**config.mk**
```make
export PLATFORM = sky130hd
export DESIGN_NAME = sad_motion_search
export DESIGN_NICKNAME = d
export VERILOG_FILES = /design/src/rtl/me_pkg.sv /design/src/rtl/me_ctrl.sv /design/src/rtl/me_datapath.sv /design/src/rtl/sad_motion_search.sv
export SDC_FILE = /design/constraint.sdc
export NUM_CORES = 1
export LEC_CHECK = 0
export ABC_CLOCK_PERIOD_IN_PS = 20700
export BUFFER_PORTS_ARGS = -buffer_cell sky130_fd_sc_hd__buf_2
export CAP_MARGIN = 5
export CORE_MARGIN = 1
export CORE_UTILIZATION = 50
export DETAILED_ROUTE_END_ITERATION = 8
export GPL_ROUTABILITY_DRIVEN = 0
export PLACE_DENSITY = 0.67
export SKIP_LAST_GASP = 1
export SLEW_MARGIN = 20
export SYNTH_ARGS = -nofsm -noshare
export SYNTH_HDL_FRONTEND = slang
export SYNTH_SLANG_ARGS = --single-unit
```
**constraint.sdc**
```tcl
create_clock -name clk -period 20.7 [get_ports clk]
set_clock_uncertainty 0.1 [all_clocks]
set_input_delay 1.035 -clock clk [delete_from_list [all_inputs] [get_ports clk]]
set_output_delay 1.035 -clock clk [all_outputs]
set_load 0.05 [all_outputs]
```
**src/rtl/me_pkg.sv**
```systemverilog
package me_pkg;
  typedef struct packed {
    logic clearBest;
    logic rowValid;
    logic rowFirst;
    logic rowLast;
    logic candFinal;
  } me_strobe_t;
endpackage

```
**src/rtl/me_ctrl.sv**
```systemverilog
module me_ctrl
  import me_pkg::*;
#(
  parameter int SPAN    = 50,
  parameter int SUBROWS = 8,
  parameter int CANDW   = 6,
  parameter int SRW     = 3,
  parameter int WADRW   = 7
) (
  input  logic             clk,
  input  logic             rst,
  input  logic             start,
  output me_strobe_t       strb,
  output logic [SRW-1:0]   subRowD,
  output logic [CANDW-1:0] candXD,
  output logic [CANDW-1:0] candYD,
  output logic [WADRW-1:0] winRow,
  output logic [WADRW-1:0] winCol
);
  logic             busy;
  logic [CANDW-1:0] candX, candY;
  logic [SRW-1:0]   subRow;
  logic             validQ, firstQ, lastQ, finalQ;
  logic             lastRow, lastX, lastY, lastIssue, accept;

  assign lastRow   = (subRow == SRW'(SUBROWS - 1));
  assign lastX     = (candX == CANDW'(SPAN - 1));
  assign lastY     = (candY == CANDW'(SPAN - 1));
  assign lastIssue = lastRow && lastX && lastY;
  assign accept    = start && !busy && !validQ;

  assign winRow = WADRW'(candY) + WADRW'({subRow, 1'b0});
  assign winCol = WADRW'(candX);

  assign strb.clearBest = accept;
  assign strb.rowValid  = validQ;
  assign strb.rowFirst  = firstQ;
  assign strb.rowLast   = lastQ;
  assign strb.candFinal = finalQ;

  always_ff @(posedge clk) begin
    if (rst) begin
      busy    <= 1'b0;
      candX   <= '0;
      candY   <= '0;
      subRow  <= '0;
      validQ  <= 1'b0;
      firstQ  <= 1'b0;
      lastQ   <= 1'b0;
      finalQ  <= 1'b0;
      subRowD <= '0;
      candXD  <= '0;
      candYD  <= '0;
    end else begin
      validQ  <= busy;
      firstQ  <= (subRow == '0);
      lastQ   <= lastRow;
      finalQ  <= lastIssue;
      subRowD <= subRow;
      candXD  <= candX;
      candYD  <= candY;
      if (accept) begin
        busy   <= 1'b1;
        candX  <= '0;
        candY  <= '0;
        subRow <= '0;
      end else if (busy) begin
        if (lastIssue) begin
          busy   <= 1'b0;
          subRow <= '0;
          candX  <= '0;
          candY  <= '0;
        end else if (lastRow) begin
          subRow <= '0;
          if (lastX) begin
            candX <= '0;
            candY <= candY + 1'b1;
          end else begin
            candX <= candX + 1'b1;
          end
        end else begin
          subRow <= subRow + 1'b1;
        end
      end
    end
  end


  cand_in_range_chk: assert property (@(posedge clk) disable iff (rst)
    busy |-> (candX < CANDW'(SPAN) && candY < CANDW'(SPAN)));


  start_ignored_chk: assert property (@(posedge clk) disable iff (rst)
    (busy && start && !lastRow) |=> (busy && subRow == $past(subRow) + 1'b1 && candX == $past(candX)));


  raster_step_chk: assert property (@(posedge clk) disable iff (rst)
    (busy && lastRow && !lastX) |=> (candX == $past(candX) + 1'b1 && candY == $past(candY)));
endmodule

```
**src/rtl/me_datapath.sv**
```systemverilog
module me_datapath
  import me_pkg::*;
#(
  parameter int PIXW    = 8,
  parameter int BLKW    = 4,
  parameter int LANES   = 8,
  parameter int SUBROWS = 8,
  parameter int SRW     = 3,
  parameter int CANDW   = 6,
  parameter int SADW    = 14,
  parameter int MVW     = 7,
  parameter int RNEG    = 25,
  parameter int RPOS    = 24
) (
  input  logic                   clk,
  input  logic                   rst,
  input  logic                   curWe,
  input  logic [2*BLKW-1:0]      curAddr,
  input  logic [PIXW-1:0]        curData,
  input  me_strobe_t             strb,
  input  logic [SRW-1:0]         subRowD,
  input  logic [CANDW-1:0]       candXD,
  input  logic [CANDW-1:0]       candYD,
  input  logic [LANES*PIXW-1:0]  winData,
  output logic [MVW-1:0]         mvX,
  output logic [MVW-1:0]         mvY,
  output logic [SADW-1:0]        bestSad,
  output logic                   done
);
  logic [PIXW-1:0] curMem [SUBROWS][LANES];
  logic [BLKW-1:0] wrRow, wrCol;
  logic [PIXW-1:0] absDiff [LANES];
  logic [SADW-1:0] rowSad, acc, candTotal;
  logic [SADW:0]   accSum;

  assign wrRow = curAddr[2*BLKW-1:BLKW];
  assign wrCol = curAddr[BLKW-1:0];

  always_ff @(posedge clk) begin
    if (curWe && !wrRow[0] && !wrCol[0])
      curMem[wrRow[BLKW-1:1]][wrCol[BLKW-1:1]] <= curData;
  end

  for (genvar k = 0; k < LANES; k++) begin : g_lane
    logic [PIXW-1:0] refPix, curPix;
    assign refPix = winData[k*PIXW +: PIXW];
    assign curPix = curMem[subRowD][k];
    assign absDiff[k] = (curPix > refPix) ? (curPix - refPix) : (refPix - curPix);
  end

  always_comb begin
    rowSad = '0;
    for (int k = 0; k < LANES; k++) rowSad = rowSad + SADW'(absDiff[k]);
  end

  assign accSum    = {1'b0, (strb.rowFirst ? '0 : acc)} + {1'b0, rowSad};
  assign candTotal = accSum[SADW-1:0];

  always_ff @(posedge clk) begin
    if (rst) begin
      acc     <= '0;
      bestSad <= '1;
      mvX     <= '0;
      mvY     <= '0;
      done    <= 1'b0;
    end else begin
      done <= strb.rowValid && strb.rowLast && strb.candFinal;
      if (strb.clearBest) begin
        bestSad <= '1;
      end else if (strb.rowValid) begin
        acc <= candTotal;
        if (strb.rowLast && candTotal < bestSad) begin
          bestSad <= candTotal;
          mvX     <= MVW'(candXD) - MVW'(RNEG);
          mvY     <= MVW'(candYD) - MVW'(RNEG);
        end
      end
    end
  end


  no_overflow_chk: assert property (@(posedge clk) disable iff (rst)
    strb.rowValid |-> !accSum[SADW]);


  done_pulse_chk: assert property (@(posedge clk) disable iff (rst)
    done |=> !done);


  best_monotonic_chk: assert property (@(posedge clk) disable iff (rst)
    !strb.clearBest |=> bestSad <= $past(bestSad));


  mv_range_chk: assert property (@(posedge clk) disable iff (rst)
    (int'($signed(mvX)) >= -RNEG && int'($signed(mvX)) <= RPOS &&
     int'($signed(mvY)) >= -RNEG && int'($signed(mvY)) <= RPOS));
endmodule

```
**src/rtl/sad_motion_search.sv**
```systemverilog
module sad_motion_search
  import me_pkg::*;
#(
  parameter int BLK  = 16,
  parameter int PIXW = 8,
  parameter int RNEG = 25,
  parameter int RPOS = 24,
  parameter int MVW  = 7,
  localparam int SPAN    = RNEG + RPOS + 1,
  localparam int LANES   = BLK / 2,
  localparam int SUBROWS = BLK / 2,
  localparam int BLKW    = $clog2(BLK),
  localparam int SRW     = $clog2(SUBROWS),
  localparam int CANDW   = $clog2(SPAN),
  localparam int WADRW   = $clog2(BLK + SPAN - 1),
  localparam int SADW    = $clog2(LANES * SUBROWS * (2**PIXW - 1) + 1)
) (
  input  logic                  clk,
  input  logic                  rst,
  input  logic                  curWe,
  input  logic [2*BLKW-1:0]     curAddr,
  input  logic [PIXW-1:0]       curData,
  input  logic                  start,
  output logic [WADRW-1:0]      winRow,
  output logic [WADRW-1:0]      winCol,
  input  logic [LANES*PIXW-1:0] winData,
  output logic [MVW-1:0]        mvX,
  output logic [MVW-1:0]        mvY,
  output logic [SADW-1:0]       bestSad,
  output logic                  done
);
  me_strobe_t       strb;
  logic [SRW-1:0]   subRowD;
  logic [CANDW-1:0] candXD, candYD;

  me_ctrl #(
    .SPAN(SPAN), .SUBROWS(SUBROWS), .CANDW(CANDW), .SRW(SRW), .WADRW(WADRW)
  ) u_ctrl (
    .clk(clk), .rst(rst), .start(start), .strb(strb), .subRowD(subRowD),
    .candXD(candXD), .candYD(candYD), .winRow(winRow), .winCol(winCol)
  );

  me_datapath #(
    .PIXW(PIXW), .BLKW(BLKW), .LANES(LANES), .SUBROWS(SUBROWS), .SRW(SRW),
    .CANDW(CANDW), .SADW(SADW), .MVW(MVW), .RNEG(RNEG), .RPOS(RPOS)
  ) u_dp (
    .clk(clk), .rst(rst), .curWe(curWe), .curAddr(curAddr), .curData(curData),
    .strb(strb), .subRowD(subRowD), .candXD(candXD), .candYD(candYD),
    .winData(winData), .mvX(mvX), .mvY(mvY), .bestSad(bestSad), .done(done)
  );
endmodule

```
### After elaboration in Yosys (flattened, before gate mapping)

Memory sizes are Yosys's and may differ from the RTL's. A register that Yosys moved wholly into a read port is not among the register bits.
Cells that the tools add are included.

* $add $sub $neg: 30
* $lt $le $gt $ge: 11
* equal/unequal tests: 3
* mux-type cells: 25
* bitwise logic cells: 2
* reduce and logical (&&, ||, !) cells: 23

Operators by type and width (count)
* subtractor 8 bit: 16
* adder 14 x 8 -> 14 bit: 6
* 2-to-1 mux 8 bit: 9
* > comparator 8 bit: 8
* 2-to-1 mux 64 bit: 1
* 2-to-1 mux 6 bit: 6
* demux 8 bit (select 3 bit): 1
* adder 14 bit: 1
* less-than comparator 14 bit: 1
* 2-to-1 mux 14 bit: 1
* subtractor 6 x 5 -> 7 bit (second input constant): 2
* adder 6 x 1 -> 6 bit (second input constant): 2
* equality test 6 bit (second input constant): 2
* logical AND 1 bit: 10
* adder 8 x 8 -> 9 bit: 1
* 2-to-1 mux 3 bit: 3
* adder 6 x 4 -> 7 bit: 1
* AND reduction 2 bit: 3
* AND reduction 3 bit: 2
* greater-or-equal comparator 4 bit (second input constant): 1
* logical NOT 1 bit: 4
* less-than comparator 4 x 1 -> 1 bit (second input constant): 1
* 2-to-1 mux 1 bit: 4
* inverter 3 -> 4 bit: 1
* other kinds (6): 7

* register bits after elaboration: 75
* memory bits (writable): 512
* bits of input ports: 84
* output and inout bits: 43
* logic and storage cells: 110
* memories: 1

Memory list
* u_dp.curMem: depth 8, width 64, read ports 1, clocked after Yosys merged registers in 1, wr ports 1, line me_datapath.sv:30 `logic [PIXW-1:0] curMem [SUBROWS][LANES];`

### Depth between registers and ports, before layout

* depth after elaboration: 13
* depth in mapped cells: 42
* mapped depth without buffers: 38

### Cells and area by module

A second synthesis with hierarchy kept.

* cell total of the unflattened synthesis: 2232
* area, all modules: 30878.4 um^2

By module, submodules not included
* me_datapath: instances 1, cells each 2079, area each 29379.4 um^2, sequential area each 16235.6 um^2
* me_ctrl: instances 1, cells each 153, area each 1498.9 um^2, sequential area each 700.7 um^2

### Worst setup path before layout

Ideal clock, no wire load.

* path type: flip-flop to flip-flop
* start point: register (tool-made name)
* end point: register u_dp.mvY[1]
* setup time: 86 ps
* arrival: 9532 ps
* data required time: 20514 ps
* path slack: 10983 ps
* stages on the path, launching flop included: 38
* path buffers: 4
* clock period less this slack: 9717 ps
* path through: dfxtp_1 -> buf_2 -> buf_2 -> mux4_2 -> mux2i_1 -> ha_1 -> inv_1 -> fa_1 -> a21o_1 -> a21oi_1 -> nor2_1 -> o21ai_2 -> mux2_2 -> ha_1 -> a21o_1 -> a21oi_1 -> o21ai_0 -> a21oi_1 -> [... 2 more ...] -> fa_1 -> fa_1 -> fa_1 -> fa_1 -> inv_1 -> ha_1 -> o41a_1 -> a211o_1 -> xor2_1 -> ha_1 -> a21o_1 -> a21o_1 -> a211oi_1 -> and2_1 -> buf_2 -> clkbuf_1 -> a21oi_1 -> a211oi_1

RTL lines
* end signal: assignment: line me_datapath.sv:75 `mvY <= MVW'(candYD) - MVW'(RNEG);`
* end: declaration: line me_datapath.sv:26 `output logic [MVW-1:0] mvY,`

==> results.tsv <==
stage	metric	value	unit
routing	ant_nets	0	
cells_and_area	syn_to_final_growth	10.9	%
timing	setup-violations-final	0	
routing	drt_iter0_markers	1280	
placed_design	port_buffers	125	
timing	timing.fmax	0.0847	GHz
timing	hold_viol_final	0	
grt	top_usage_layer	met2	
power_and_ir_drop	powerDensity	131	nW/um2
routing	vias_per_cell	5.70	
timing	slew_headroom	28.0	%
clock_network	clock_sink_count	590	
setup_path	crit_path_top_delay_cell	dfxtp_4	
die	die-width	248	um
timing	setup_tns	0	ns
routing	dr_total_vias	17500	
yosys	synth_top_area_share	50.8	%
yosys	netlist_instances	2128	
die	fp-row-count	89	
grt	grt_usage	22.5	%
timing	period_share	57.0	%
grt	grt_pass1_wl	103000	um
setup_path	crit_top_cell	fa_1	
clock_network	cts_tree	built	
placed_design	dpl.hpwl	47600	um
yosys	yosysWarnings	0	
yosys	synth-edff-count	512	
clock_network	cts_max_path_buffers	3	
setup_path	cp.required	21.11	ns
yosys	yosysMostFrequentCell	edfxtp_1	
yosys	ys_seq_area_share	56.0	%
setup_path	slowest_delay	0.83	ns
clock_network	htreeDepth	2	
setup_path	crit_arrival	12.22	ns
yosys	ys_types	71	
routing	wl	68800	um
die	io_pins	127	
die	placeableCoreArea	59400	um2
status	status	completed	
yosys	syn_area_per_cell	14.2	um2
yosys	synthTopCellsByCount	edfxtp_1, inv_1, ha_1	
cells_and_area	drive_above_1_share	17.5	%
clock_network	clk_pin_slew	0.06	ns
clock_network	cts_buffers	59	
setup_path	crit_fanout	93	
clock_network	cts_resized	0	
yosys	synthFlopType	edfxtp_1	
timing	period_needed	11.80	ns
grt	grt-ovfl-total	0	
yosys	synth_nets	2452	
grt	grt_use_met3	3.94	%
run	cap_violations	0	
yosys	async_flop_share	0	%
clock_network	root_buffer	clkbuf_16	
min_path	holdPathStages	1	
yosys	synth.largest_area_cell	edfxtp_1	
die	start_util	51.0	%
setup_path	crit_type	flip-flop to flip-flop	
cells_and_area	nets	2575	
timing	drv_slew	0	
grt	grt_use_met2	36.7	%
yosys	synth_area_leaders	edfxtp_1, mux4_2, ha_1	
timing	rsz0062_at_grt	no	
die	dieArea	61500	um2
setup_path	critPathLaunchType	flip-flop	
grt	antenna_found_initial	6	
grt	met1_usage	30.7	%
min_path	hp-class	flip-flop to flip-flop	
clock_network	ctsHoldBuffers	0	
yosys	ys_seq_elements	590	
cells_and_area	layoutNonFillerInstCount	3073	
routing	drcViolationCount	0	
setup_path	critPathCaptureType	flip-flop	
grt	grt_max_degree	94	
power_and_ir_drop	leakage	12.4	nW
timing	worst_pin_slew	1.08	ns
grt	grt_pass1_vias	17500	
clock_network	cts_setup_buffers	0	
power_and_ir_drop	ir_drop	0.000303	V
routing	wl_per_cell	22.4	um
setup_path	rr_worst_depth	37	
yosys	netlist_area	30300	um2
die	die_h	248	um
clock_network	clk_latency	0.63	ns
routing	firstDrtPassIters	5	
placed_design	dp.cells	2963	
==> stage by stage <==
stage	instance area [um2]	util [%]	power (mW)	worst slack [ns]	hold WS, ns
6_report	33600	56.6	4.40	8.90	0.364
5_1_grt	33600	56.5	4.69	8.07	0.380
4_1_cts	33500	56.5	4.42	8.77	0.367
3_5_place_dp	31600	53.3	3.35	8.79	0.354
3_3_place_gp	31600	53.3	3.30	9.04	0.349
2_1_floorplan	30300	-	2.82	10.98	0.339
==> area by class of cell <==
| class | count | area, um2 |
|---|---|---|
| clock buffer | 72 | 1570 |
| timing repair buffer | 137 | 733 |
| fill | 4700 | 25800 |
| multi-input combinational | 1220 | 12100 |
| inverter | 243 | 912 |
| sequential | 590 | 16900 |
| antenna | 4 | 10.0 |
| clock inverter | 34 | 353 |
| tap | 773 | 967 |
==> kinds of logic (layout without fill, tap and decap cells) <==
| kind of cell | count (synthesis) | after routing | share of synthesized area, % |
|---|---|---|---|
| muxes | 263 | 263 | 14.1 |
| and+or+nand+nor | 347 | 347 | 5.64 |
| xor gates and xnor gates | 75 | 75 | 2.17 |
| adders and majority gates | 240 | 240 | 11.5 |
| other | 1 | 5 | 0.0124 |
| AOI/OAI and AO/OA | 294 | 294 | 6.41 |
| buffers and inverters | 318 | 486 | 4.13 |
| DFF | 590 | 590 | 56.0 |
==> flip-flops by register name, summed over array words and instances (netlist names), 3 cells and up, named ones only <==
register and count:
u_ctrl.candX 6, u_ctrl.candYD 6, u_dp.curMem 512, u_dp.acc 14
u_ctrl.subRow 3, u_dp.bestSad 14, u_ctrl.candY 6, u_dp.mvY 7
u_ctrl.candXD 6, u_dp.mvX 7
==> per-layer routing <==
| layer | vias to the layer above | routed length (um) |
|---|---|---|
| met2 | 500 | 32900 |
| met3 | 112 | 4070 |
| li1 | 8118 | - |
| met5 | - | 18 |
| met1 | 8796 | 29700 |
| met4 | 4 | 2120 |
==> power by group <==
group | internal (mW) | leakage, nW | switching [mW]
Clock | 0.623 | 0.935 | 0.441
Combinational | 0.794 | 6.21 | 1.24
Sequential | 1.30 | 5.23 | 0.00650
==> worst paths after layout <==
kind,start,end,slack (ns)
max reg2reg,flip-flop,u_dp.mvX[2],8.90
max,flip-flop,u_dp.mvX[2],8.90
min reg2reg,u_ctrl.finalQ,u_dp.done,0.36
min,u_ctrl.finalQ,u_dp.done,0.36
==> cell usage in the layout (no fill, tap or decap), types with 65 or more instances in the layout <==
cell type and instances:
a21oi_1 89, buf_2 123, dfxtp_1 75, edfxtp_1 512, fa_1 65, ha_1 175, inv_1 243, mux2i_1 104
mux4_2 128, nor2_1 130
==> critical path: cells and delay by family (launching register included) <==
family	cells	cell delay [ns]
mux	3	1.08
flops	1	0.83
fa+ha+maj	9	3.61
xor+xnor	3	0.82
compound gates	13	3.00
buf+inv	4	0.81
simple gates	5	1.36
(Power assumes the default switching activity.)
